### src/rtl/bt_pkg.sv
package bt_pkg;

    localparam int CTRL_W = 8;

    typedef struct packed {
        logic en;
        logic arm;
        logic tag_sel;
        logic brk_en;
        logic rwa_val;
        logic rwa_en;
        logic rwb_val;
        logic rwb_en;
    } bt_ctrl_t;

    typedef enum logic {
        TRACE_END   = 1'b0,
        TRACE_BEGIN = 1'b1
    } bt_trace_e;

    // Direction qualifier: passes when unqualified or when the access kind matches.
    function automatic logic bt_dir_ok(input logic qual_en, input logic want_rd,
                                       input logic is_rd);
        return !qual_en || (want_rd == is_rd);
    endfunction

endpackage

### src/rtl/bt_ctrl_reg.sv
module bt_ctrl_reg
    import bt_pkg::*;
(
    input  logic                clk,
    input  logic                rst,
    input  logic                secure_i,
    input  logic                wr_en,
    input  logic [CTRL_W-1:0]   wr_data,
    input  logic                run_done,
    output bt_ctrl_t            ctrl_o,
    output logic                start_o
);
    bt_ctrl_t ctrl_q;
    bt_ctrl_t wr_ctrl;
    logic     en_ok;

    always_comb begin
        wr_ctrl = bt_ctrl_t'(wr_data);
        en_ok   = wr_ctrl.en & ~secure_i;
        start_o = wr_en & en_ok & wr_ctrl.arm;
    end

    always_ff @(posedge clk) begin
        if (rst) begin
            ctrl_q <= '0;
        end else if (wr_en) begin
            ctrl_q     <= wr_ctrl;
            ctrl_q.en  <= en_ok;
            ctrl_q.arm <= wr_ctrl.arm & en_ok;
        end else if (run_done) begin
            ctrl_q.arm <= 1'b0;
        end
    end

    assign ctrl_o = ctrl_q;
endmodule

### src/rtl/bt_comparator.sv
module bt_comparator
    import bt_pkg::*;
#(
    parameter int ADDR_W = 16
) (
    input  logic              valid_i,
    input  logic [ADDR_W-1:0] addr_i,
    input  logic [ADDR_W-1:0] ref_i,
    input  logic              is_rd_i,
    input  logic              qual_en_i,
    input  logic              want_rd_i,
    output logic              hit_o
);
    always_comb begin
        hit_o = valid_i && (addr_i == ref_i) && bt_dir_ok(qual_en_i, want_rd_i, is_rd_i);
    end
endmodule

### src/rtl/bt_trace_fifo.sv
module bt_trace_fifo #(
    parameter int DEPTH = 8,
    parameter int DW    = 16,
    localparam int IW   = $clog2(DEPTH),
    localparam int CW   = IW + 1
) (
    input  logic          clk,
    input  logic          rst,
    input  logic          clear,
    input  logic          push,
    input  logic [DW-1:0] din,
    input  logic [IW-1:0] rd_idx,
    output logic [CW-1:0] count,
    output logic [DW-1:0] rd_data
);
    localparam logic [CW-1:0] FULL = CW'(DEPTH);

    logic [DW-1:0] mem [DEPTH];
    logic [IW-1:0] wptr;
    logic [IW-1:0] oldest;

    always_ff @(posedge clk) begin
        if (rst || clear) begin
            wptr  <= '0;
            count <= '0;
        end else if (push) begin
            wptr <= wptr + 1'b1;
            if (count != FULL) count <= count + 1'b1;
        end
    end

    always_ff @(posedge clk) begin
        if (push && !clear) mem[wptr] <= din;
    end

    always_comb begin
        oldest  = (count == FULL) ? wptr : '0;
        rd_data = mem[oldest + rd_idx];
    end
endmodule

### src/rtl/bus_trigger_unit.sv
module bus_trigger_unit
    import bt_pkg::*;
#(
    parameter int ADDR_W = 16,
    parameter int DEPTH  = 8,
    localparam int IW    = $clog2(DEPTH),
    localparam int CW    = IW + 1
) (
    input  logic              clk,
    input  logic              rst,
    input  logic              secure_i,
    input  logic              reg_we,
    input  logic [CTRL_W-1:0] reg_wdata,
    output logic [CTRL_W-1:0] reg_rdata,
    input  logic [ADDR_W-1:0] cmp_a_ref,
    input  logic [ADDR_W-1:0] cmp_b_ref,
    input  logic              trace_begin_i,
    input  logic              trig_either_i,
    input  logic              bus_valid,
    input  logic [ADDR_W-1:0] bus_addr,
    input  logic              bus_rd,
    output logic              armed,
    output logic              brk_tag,
    output logic              brk_force,
    input  logic [IW-1:0]     fifo_rd_idx,
    output logic [ADDR_W-1:0] fifo_rd_data,
    output logic [CW-1:0]     fifo_count
);
    localparam int NCMP = 2;

    bt_ctrl_t  ctrl;
    bt_trace_e mode;
    logic      start_run, run_done, live, trig, push, started_q, brk_fire;
    logic [NCMP-1:0]             hit;
    logic [NCMP-1:0][ADDR_W-1:0] refs;
    logic [NCMP-1:0]             qual_en, want_rd;

    bt_ctrl_reg u_ctrl (
        .clk      (clk),
        .rst      (rst),
        .secure_i (secure_i),
        .wr_en    (reg_we),
        .wr_data  (reg_wdata),
        .run_done (run_done),
        .ctrl_o   (ctrl),
        .start_o  (start_run)
    );

    always_comb begin
        refs[0]    = cmp_a_ref;
        refs[1]    = cmp_b_ref;
        qual_en[0] = ctrl.rwa_en;
        want_rd[0] = ctrl.rwa_val;
        qual_en[1] = ctrl.rwb_en;
        want_rd[1] = ctrl.rwb_val;
    end

    for (genvar g = 0; g < NCMP; g++) begin : g_cmp
        bt_comparator #(.ADDR_W(ADDR_W)) u_cmp (
            .valid_i   (bus_valid),
            .addr_i    (bus_addr),
            .ref_i     (refs[g]),
            .is_rd_i   (bus_rd),
            .qual_en_i (qual_en[g]),
            .want_rd_i (want_rd[g]),
            .hit_o     (hit[g])
        );
    end

    always_comb begin
        mode = bt_trace_e'(trace_begin_i);
        trig = hit[0] | (trig_either_i & hit[1]);
        live = ctrl.arm & ~reg_we & bus_valid;
        push = live & ((mode == TRACE_END) | started_q | trig);
        if (mode == TRACE_END) run_done = live & trig;
        else                   run_done = push & (fifo_count == CW'(DEPTH - 1));
        brk_fire  = run_done & ctrl.brk_en;
        brk_tag   = brk_fire & ctrl.tag_sel;
        brk_force = brk_fire & ~ctrl.tag_sel;
    end

    always_ff @(posedge clk) begin
        if (rst || start_run)                          started_q <= 1'b0;
        else if (live && trig && mode == TRACE_BEGIN)  started_q <= 1'b1;
    end

    bt_trace_fifo #(.DEPTH(DEPTH), .DW(ADDR_W)) u_fifo (
        .clk     (clk),
        .rst     (rst),
        .clear   (start_run),
        .push    (push),
        .din     (bus_addr),
        .rd_idx  (fifo_rd_idx),
        .count   (fifo_count),
        .rd_data (fifo_rd_data)
    );

    assign reg_rdata = ctrl;
    assign armed     = ctrl.arm;
endmodule

### config.mk
export PLATFORM = sky130hd
export DESIGN_NAME = bus_trigger_unit
export DESIGN_NICKNAME = d
export VERILOG_FILES = /design/src/rtl/bt_pkg.sv /design/src/rtl/bt_ctrl_reg.sv /design/src/rtl/bt_comparator.sv /design/src/rtl/bt_trace_fifo.sv /design/src/rtl/bus_trigger_unit.sv
export SDC_FILE = /design/constraint.sdc
export NUM_CORES = 1
export LEC_CHECK = 0
export BUFFER_PORTS_ARGS = -buffer_cell sky130_fd_sc_hd__buf_2
export CAP_MARGIN = 20
export CELL_PAD_IN_SITES_DETAIL_PLACEMENT = 1
export CELL_PAD_IN_SITES_GLOBAL_PLACEMENT = 2
export CORE_UTILIZATION = 42
export DETAILED_ROUTE_END_ITERATION = 10
export MAX_ROUTING_LAYER = met4
export PLACE_DENSITY = 0.86
export SLEW_MARGIN = 20
export SYNTH_ARGS = -nofsm -noshare
export SYNTH_HDL_FRONTEND = slang
export SYNTH_HIERARCHICAL = 1
export SYNTH_SLANG_ARGS = --single-unit
### constraint.sdc
create_clock -name clk -period 5.4 [get_ports clk]
set_input_delay 1.62 -clock clk [delete_from_list [all_inputs] [get_ports clk]]
set_output_delay 1.62 -clock clk [all_outputs]
set_load 0.01 [all_outputs]
Word level (Yosys, flattened, before mapping)
Memories as Yosys holds them, arrays and structs flattened.
Cells that the tools add are included.
{ "word_totals": {"ff_bits": 16, "ramBits": 128, "input_bits": 67, "out_inout_bits": 31, "elab_cells": 63, "n_memories": 1} }
{ "op_classes": {"addsub": 3, "eq_ne": 7, "muxes": 6, "n_bitwise": 20, "n_reduce_logical": 15} }
{ "memory_table": {"columns": ["memory", "words", "word_bits", "read_ports", "rd_clocked_by_memory_dff", "write_ports", "line_no", "text"], "rows": [
  ["u_fifo.mem", 8, 16, 1, 0, 1, "bt_trace_fifo.sv:18", "logic [DW-1:0] mem [DEPTH];"]
]} }
{ "ops": {"columns": ["op", "count"], "rows": [
  ["equality test 16 bit", 2],
  ["bitwise AND 1 bit", 13],
  ["logical AND 1 bit", 7],
  ["2-to-1 mux 1 bit", 5],
  ["adder 4 x 1 -> 4 bit (second input constant)", 1],
  ["equality test 4 x 3 -> 1 bit (second input constant)", 1],
  ["equality test 4 bit (second input constant)", 1],
  ["!= test 4 bit (second input constant)", 1],
  ["NOT 1 bit", 4],
  ["adder 3 x 1 -> 3 bit (second input constant)", 1],
  ["adder 3 bit", 1],
  ["logical NOT 1 bit", 3],
  ["logical OR 1 bit", 3],
  ["2-to-1 mux 3 bit", 1],
  ["bitwise OR 1 bit", 3],
  ["equality test 1 bit", 2],
  ["AND reduction 2 bit", 1],
  ["nonzero test 2 bit", 1]
]} }

Longest topological paths before layout
Gate-level depths: netlist of run 1.
{ "logic_depth": {"ltp_word": 11, "depth_mapped": 11, "mapped_depth_nobuf": 10} }

Hierarchy
The synthesis of run 1 kept the hierarchy.
{ "modules_own_cells": {"columns": ["module", "instances", "cells_per_inst", "area_per_inst_um2", "seq_area_each_um2"], "rows": [
  ["bt_trace_fifo", 1, 245, 5361.4, 3983.8],
  ["bt_comparator", 2, 25, 196.4, 0.0],
  ["bt_ctrl_reg", 1, 28, 307.8, 160.2],
  ["bus_trigger_unit", 1, 16, 126.4, 20.0]
]} }

Worst setup path before layout of run 1
No wires, ideal clock.
{ "synth_path": {"path_type": "input -> output", "from": "in fifo_rd_idx[0]", "to": "out fifo_rd_data[0]", "arrival_time_ns": 3.309, "required_ns": 3.780, "setup_slack_ns": 0.471, "path_stages": 6, "n_path_buf": 1, "path_cell_list": "ha_1 -> inv_1 -> fa_1 -> clkbuf_1 -> mux4_2 -> mux2_2"} }
{ "synth_via": {"elab_chain_len": 2} }
{ "synth_rtl": {"columns": ["item", "line_no", "text"], "rows": [
  ["start, declared", "bus_trigger_unit.sv:25", "input logic [IW-1:0] fifo_rd_idx,"],
  ["adder 3 bit", "bt_trace_fifo.sv:38", "rd_data = mem[oldest + rd_idx];"],
  ["memory read (8 x 16 bit)", null, null],
  ["end, declared", "bus_trigger_unit.sv:26", "output logic [ADDR_W-1:0] fifo_rd_data,"]
]} }
No other way between the ends.

Final worst setup path of run 1
{ "layout_path": {"from": "in fifo_rd_idx[0]", "to": "out fifo_rd_data[14]"} }
Same word-level chain as after synthesis.

==> results of run 1 <==
-- worst max-delay path by stage --
stage                                  end            from  slack (ps)  depth (start not counted)
after floorplan            fifo_rd_data[0]  fifo_rd_idx[0]         470                          6
after global placement    fifo_rd_data[13]  fifo_rd_idx[0]        -130                          8
after detailed placement   fifo_rd_data[0]  fifo_rd_idx[0]        -220                          8
after CTS                 fifo_rd_data[14]  fifo_rd_idx[0]          30                          8
after global routing      fifo_rd_data[14]  fifo_rd_idx[0]         100                          9
final                     fifo_rd_data[14]  fifo_rd_idx[0]         160                          9
-- sequential cells by signal, indices dropped and copies added (netlist names) --
signal         count
u_fifo/count       4
u_fifo/mem       128
u_ctrl/ctrl_o      8
u_fifo/wptr        3
started_q          1
-- cell usage after synthesis (all sizes together), types with 2 or more instances --
| cell type | instances |
|---|---|
| a21oi | 4 |
| and2 | 2 |
| and3b | 2 |
| buf | 9 |
| clkbuf | 4 |
| dfxtp | 16 |
| edfxtp | 128 |
| ha | 4 |
| inv | 8 |
| mux2 | 16 |
| mux2i | 7 |
| mux4 | 32 |
| nand2 | 9 |
| nand2b | 2 |
| nand3 | 4 |
| nand3b | 3 |
| nand4 | 3 |
| nor2 | 18 |
| nor3 | 4 |
| nor4 | 8 |
| o21ai | 4 |
| xnor2 | 11 |
| xor2 | 28 |
-- report_power, final --
group / leakage (nW) / total, mW / switching, mW / internal, mW
logic: 1.18 / 0.157 / 0.0806 / 0.0765
clock network: 0.255 / 1.05 / 0.431 / 0.623
registers: 1.28 / 1.22 / 0.00297 / 1.21
-- cells by family after synthesis --
family	count (synthesis)	share of synthesized area [%]
adder cells (fa/ha/maj)	5	1.13
AO/OA/AOI/OAI	13	1.42
flip-flops	144	67.3
multiplexers	55	16.7
buffers and inverters	21	2.08
AND/OR/NAND/NOR	62	5.72
XOR/XNOR	39	5.64
-- per-layer routing --
| layer | vias up | GRT usage (%) | routed length, µm |
|---|---|---|---|
| met5 | - | - | 0 |
| met4 | 0 | 7.15 | 176 |
| met3 | 15 | 4.43 | 465 |
| met2 | 96 | 36.6 | 7720 |
| met1 | 1784 | 23.1 | 5720 |
| li1 | 1579 | - | - |
-- per-stage QoR --
step / worst slack, ps / cells / total power, mW / util, % / TNS, ps
6_report: 160 / 648 / 2.43 / 53.1 / 0
5_1_grt: 98.0 / 648 / 2.51 / 53.1 / 0
4_1_cts: 25.0 / 647 / 2.46 / 53.0 / 0
3_5_place_dp: -225 / 615 / 1.40 / 49.2 / -3340
3_3_place_gp: -131 / 615 / 1.39 / 49.2 / -2040
2_1_floorplan: 471 / 339 / 1.33 / - / 0
-- area by class of cell --
| type | count | area, µm² | share of cell area [%] |
|---|---|---|---|
| well taps | 180 | 225 | 3.00 |
| inverters | 8 | 30.0 | 0.399 |
| multi-input cells | 174 | 1920 | 25.6 |
| clock inverters | 13 | 97.6 | 1.30 |
| clock buffers | 19 | 433 | 5.76 |
| flip-flops and latches | 144 | 4160 | 55.4 |
| repair buffers | 110 | 646 | 8.59 |
-- what timing repair did --
| action | 4_1_cts | 5_1_grt |
|---|---|---|
| pin swaps | 1 | 1 |
| hold buffers | 0 | 0 |
| resized for setup | 1 | 0 |
| buffers inserted | 0 | 1 |
| endpoints found under the hold margin | 0 | 0 |
| setup endpoints to repair | 16 | 15 |
-- worst reg2reg max path, cell delays in order, from the launching register on --
cell and delay, ps:
dfxtp_1 330, xor2_1 140, nand2_1 70, nand4_1 190
nor3_2 230, a21o_2 210, o31a_2 280, nand2_1 160
nor2_1 550, buf_4 300
==> metrics.txt, run 1 <==
status=complete, no violations; Slew Viols, Final=0; CTS root buffer=clkbuf_16; Area Overhead vs Synth=21.5%; Peak Freq=191 MHz; global-route wire length before repair=21300 µm; overflow left after global routing=0; post-DP HPWL=9590 µm; worst path cell trace=buf_2 > ha_2 > inv_1 > fa_1 > xnor2_1 > xnor2_4 > buf_12 > mux2_2 > buf_2; most used cell, CP=buf_2; crit share post-route=97.0%; ANT nets after route=0; DIE WIDTH=123 µm; flop2flop setup slack=2640 ps; routed wire length=14100 µm; vias in the first global route=3818; Leak=2.71 nW; Placed Area=6960 µm²; Clock Tree Buf Depth=2; top cells by area, synth=edfxtp_1, mux4_1, mux4_2, dfxtp_1, xor2_1; post-synth top area share=62.1%; IO Pins=98; sequential-to-total area share from yosys stat=67.3%; reg2reg start=u_ctrl/ctrl_o[1]; most common cell after layout, fill and taps aside=edfxtp_1; ant diodes=0; Cells after Synth=339; DR iter-0 viols=196; Via-to-Cell Ratio=5.36; max-cap violation count=0; Yosys reg bits=144; Buf+Inv Stages, Crit Path=4; Initial Util=43.7%; H-tree depth=4; CP Capture Type=output port; DIE AREA=15200 µm²; Worst Path Required=3780 ps; Synthesis Warnings=6; I/O Buffers=97; CP arrival=3620 ps; syn_nets=411; critical path peak fanout=16; area leader, netlist=edfxtp_1; RSZ-0062 raised after global routing=false; WHS Path Cells=2; layout cells sized above 1=38.9%; Final Hold Vio Count=0; startpoint types=input pin; Final Hold Slack=487 ps; core area=14100 µm²; number of synthesized flops with an enable pin=128; Pwr Density=323 nW/µm²; source of the worst hold timing path=u_ctrl/ctrl_o[7]; Hold Crit Class=reg -> reg; clock slew at reported path FFs=60 ps; CP max stage delay=410 ps; Slew @ Worst Pin=653 ps; Synth Flop Type=edfxtp_1; # clock sinks=144; GPL Wtd Cong=0.744; Pre-Repair DR Iteration Count=4; Die Height=123 µm; Setup Viol. Count Final=0; Post-Layout Inst Area=7520 µm²; Worst R2R Path Depth=9; routed len/inst=21.7 µm; Min Clock Period, post-route=5240 ps; post-synth design cell area=6190 µm²; DRC Markers=0; ys async rst share=0%; Hold Crit Endpoint=u_ctrl/ctrl_o[7]; antenna violations before repair=0; CTS buffer count=17; crit path max-delay cell type=fa_1; worst setup path category=in -> out; filler cell count in the final layout=1365; reg-to-reg endpoint=u_fifo/mem[5][6]; DR vias=3474; Synth cell types=44; Peak supply drop=0.000178 V; family with the most delay on the worst path=XOR/XNOR gates; Mapped Avg Cell Area=18.3 µm²; final setup skew=3.87 ps; final net count=527; Placement Rows=43; Worst-Skew Late Latency=410 ps; CTS tree=built; maximum number of pins on one net before global-route repair=33; Rel. slew slack=56.3%; overall routing resource usage=20.7%; most frequent cells in the layout=edfxtp_1, buf_2, xor2_1
Note: power is estimated with default switching activity, not from simulation.
==> run 2: changes to the inputs <==
--- a/config.mk
+++ b/config.mk
@@ -9,12 +9,10 @@
 export CAP_MARGIN = 20
 export CELL_PAD_IN_SITES_DETAIL_PLACEMENT = 1
 export CELL_PAD_IN_SITES_GLOBAL_PLACEMENT = 2
-export CORE_UTILIZATION = 42
+export CORE_UTILIZATION = 41
 export DETAILED_ROUTE_END_ITERATION = 10
 export MAX_ROUTING_LAYER = met4
-export PLACE_DENSITY = 0.86
-export SLEW_MARGIN = 20
+export PLACE_DENSITY = 0.85
 export SYNTH_ARGS = -nofsm -noshare
 export SYNTH_HDL_FRONTEND = slang
-export SYNTH_HIERARCHICAL = 1
 export SYNTH_SLANG_ARGS = --single-unit
==> constraint.sdc (replaced) <==
create_clock -name clk -period 5.2 [get_ports clk]
set_input_delay 1.56 -clock clk [delete_from_list [all_inputs] [get_ports clk]]
set_output_delay 1.56 -clock clk [all_outputs]
set_load 0.01 [all_outputs]
==> run 2 against run 1 <==
- utilization shrank 0.71 points
- clock power rose by 9.5%
- routed wire length up 1.5%
- sequential cell count unchanged
- critical path type unchanged
- worst setup slack worse by 160 ps
- critical path depth rose by 1
- synthesized area fell by 1.0%
- combinational power increased by 16%
- the flow now finishes with violations (setup timing)
- first-iteration DRC count rose by 31%
- largest cell class unchanged
- clock skew rose by 4.1 ps
- largest power group unchanged
- sequential power grew 3%
==> metrics.txt, run 2 <==
status=finished with violations (was complete, no violations); failing checks=setup timing; routed wire length=14300 µm (was 14100 µm); maximum number of pins on one net before global-route repair=33 (unchanged); Mapped Avg Cell Area=18.2 µm² (was 18.3 µm²); worst path cell trace=buf_6 > ha_4 > fa_2 > xor2_4 > xnor2_4 > buf_12 > buf_12 > mux4_2 > mux2_2 > buf_2 (was buf_2 > ha_2 > inv_1 > fa_1 > xnor2_1 > xnor2_4 > buf_12 > mux2_2 > buf_2); DR vias=3449 (was 3474); critical path peak fanout=20 (was 16); global-route wire length before repair=22100 µm (was 21300 µm); antenna violations before repair=0 (unchanged); IO Pins=98 (unchanged); overall routing resource usage=20.5% (was 20.7%); Synthesis Warnings=0 (was 6); layout cells sized above 1=45.4% (was 38.9%); overflow left after global routing=0 (unchanged); ys async rst share=0% (unchanged); family with the most delay on the worst path=multiplexers (was XOR/XNOR gates); Slew @ Worst Pin=432 ps (was 653 ps); Leak=2.72 nW (was 2.71 nW); Worst R2R Path Depth=9 (unchanged); H-tree depth=4 (unchanged); Cells after Synth=337 (was 339); CP arrival=3640 ps (was 3620 ps); post-synth top area share=62.7% (was 62.1%); crit path max-delay cell type=fa_2 (was fa_1); Peak supply drop=0.000240 V (was 0.000178 V); CP max stage delay=390 ps (was 410 ps); top cells by area, synth=edfxtp_1, mux4_2, dfxtp_1, mux2_2, xor2_1 (was edfxtp_1, mux4_1, mux4_2, dfxtp_1, xor2_1); Setup Viol. Count Final=1 (was 0); post-synth design cell area=6130 µm² (was 6190 µm²); Slew Viols, Final=0 (unchanged); sequential-to-total area share from yosys stat=68.0% (was 67.3%); CTS root buffer=clkbuf_16 (unchanged); core area=14500 µm² (was 14100 µm²); Worst Path Required=3640 ps (was 3780 ps); Layout Cells excl Fill=655 (was 648); startpoint types=input pin (unchanged); pre-CTS WS=-225 ps (about the same); most common cell in the netlist=edfxtp_1 (unchanged); Initial Util=42.1% (was 43.7%); syn_nets=409 (was 411); filler cell count in the final layout=1408 (was 1365); RSZ-0062 raised after global routing=true (was false); Die Height=124 µm (was 123 µm); Rel. slew slack=71.2% (was 56.3%); Core Util, Final=52.4% (was 53.1%); Synth cell types=44 (unchanged); DIE WIDTH=124 µm (was 123 µm); Area Overhead vs Synth=24.4% (was 21.5%); PnR worst setup slack=-1.11 ps (was 160 ps); Yosys reg bits=144 (unchanged); worst setup path category=in -> out (unchanged); Final Hold Slack=491 ps (was 487 ps); most frequent cells in the layout=edfxtp_1, buf_2, mux4_2 (was edfxtp_1, buf_2, xor2_1); crit share post-route=100%; Placement Rows=44 (was 43); vias in the first global route=3788 (was 3818); Pre-Repair DR Iteration Count=4 (unchanged); GPL Wtd Cong=0.711 (was 0.744); Clock Tree Buf Depth=2 (unchanged); critical path depth=10 (was 9); Worst-Skew Late Latency=430 ps (was 410 ps); CP Capture Type=output port (unchanged); most used cell, CP=buf_12 (was buf_2); DIE AREA=15400 µm² (was 15200 µm²); max-cap violation count=0 (unchanged); most common cell after layout, fill and taps aside=edfxtp_1 (unchanged); DP Cell Count=621 (was 615); Via-to-Cell Ratio=5.27 (was 5.36); Peak Freq=192 MHz; routed len/inst=21.8 µm (was 21.7 µm); clock slew at reported path FFs=60 ps (about the same); ant diodes=0 (unchanged); Pwr Density=341 nW/µm² (was 323 nW/µm²); Hold Crit Class=reg -> reg (unchanged); number of synthesized flops with an enable pin=128 (unchanged); Synth Flop Type=edfxtp_1 (unchanged); Hold-fix buffers, CTS=0 (unchanged); CTS buffer count=17 (unchanged); commonest cells in the synthesized netlist=edfxtp_1, mux4_2, xor2_1 (was edfxtp_1, xor2_1, nor2_1, mux4_1); final net count=530 (was 527); Biggest register=u_fifo.mem (was u_fifo/mem); I/O Buffers=97 (unchanged); post-DP HPWL=9440 µm (was 9590 µm); final setup skew=7.97 ps (was 3.87 ps); CTS tree=built (unchanged); Min Clock Period, post-route=5200 ps; ANT nets after route=0 (unchanged); # clock sinks=144 (unchanged); Largest register FFs=128 (unchanged); Buf+Inv Stages, Crit Path=4 (unchanged); area leader, netlist=edfxtp_1 (unchanged); Setup TNS=-1.11 ps (was 0 ps); Final Hold Vio Count=0 (unchanged); DR iter-0 viols=256 (was 196); WHS Path Cells=2 (unchanged); DRC Markers=0 (unchanged)
## run 2: changes by cell type after synthesis, sizes merged, moves of 4 or more
cell	before	now
nor2	18	10
buf	9	15
o211ai	0	4
xor2	28	20
nand2	9	4
xnor2	11	17
## run 2: timing repair
action                                  4_1_cts  5_1_grt
pin swaps                                     1        0
endpoints found under the setup margin       16       14
gates resized for setup                       9        2
setup buffers                                 1        0
gates cloned                                  1        0
## run 2: worst min-delay path: stages, from the launching register on
cell	delay, ps
dfxtp_1	330
inv_1	60
a21oi_1	50
## run 2: path summary, 6_finish.rpt
| kind | startpoint | endpoint | slack, ps |
|---|---|---|---|
| setup reg to reg | u_ctrl.ctrl_o[1] | u_fifo.mem[6][4] | 2650 |
| setup / recovery | fifo_rd_idx[0] | fifo_rd_data[5] | -1 |
| hold reg to reg | started_q | started_q | 490 |
| hold / removal | started_q | started_q | 490 |
## run 2: logic make-up (layout without fill, tap and decap cells)
| group | count (synthesis) | in the layout | synth area share, % |
|---|---|---|---|
| multiplexers | 56 | 56 | 16.0 |
| adder cells (fa/ha/maj) | 5 | 5 | 1.14 |
| XOR/XNOR | 37 | 37 | 5.41 |
| buffers and inverters | 27 | 161 | 2.10 |
| flip-flops | 144 | 144 | 68.0 |
| AND/OR/NAND/NOR | 50 | 50 | 5.09 |
| AO/OA/AOI/OAI | 18 | 18 | 2.27 |
## run 2: where the power goes
group	switching, mW	internal, mW	leakage [nW]
combinational	0.0923	0.0899	1.17
sequential	0.00304	1.26	1.28
clock	0.462	0.693	0.268
total	0.557	2.04	2.72
## run 2: metrics by stage
| step | area, µm² | power [mW] |
|---|---|---|
| final | 7620 | 2.60 |
| after global routing | 7620 | 2.67 |
| after CTS | 7620 | 2.62 |
| after detailed placement | 6990 | 1.47 |
| after global placement | 6990 | 1.46 |
| after floorplan | 6130 | 1.38 |
## run 2: metal layers
metal / global-route usage [%] / up-vias / routed length, µm
met1: 25.2 / 1745 / 6040
met4: 8.29 / 0 / 255
li1: - / 1566 / -
met5: - / - / 0
met3: 5.22 / 17 / 895
met2: 32.5 / 121 / 7100
## run 2: final cells by class
| cell class | count | area (µm²) | area share, % |
|---|---|---|---|
| clock buffers | 18 | 429 | 5.63 |
| well taps | 184 | 230 | 3.02 |
| flip-flops and latches | 144 | 4170 | 54.7 |
| repair buffers | 122 | 724 | 9.51 |
| inverters | 7 | 26.3 | 0.345 |
| clock inverters | 14 | 124 | 1.63 |
| multi-input cells | 166 | 1920 | 25.2 |
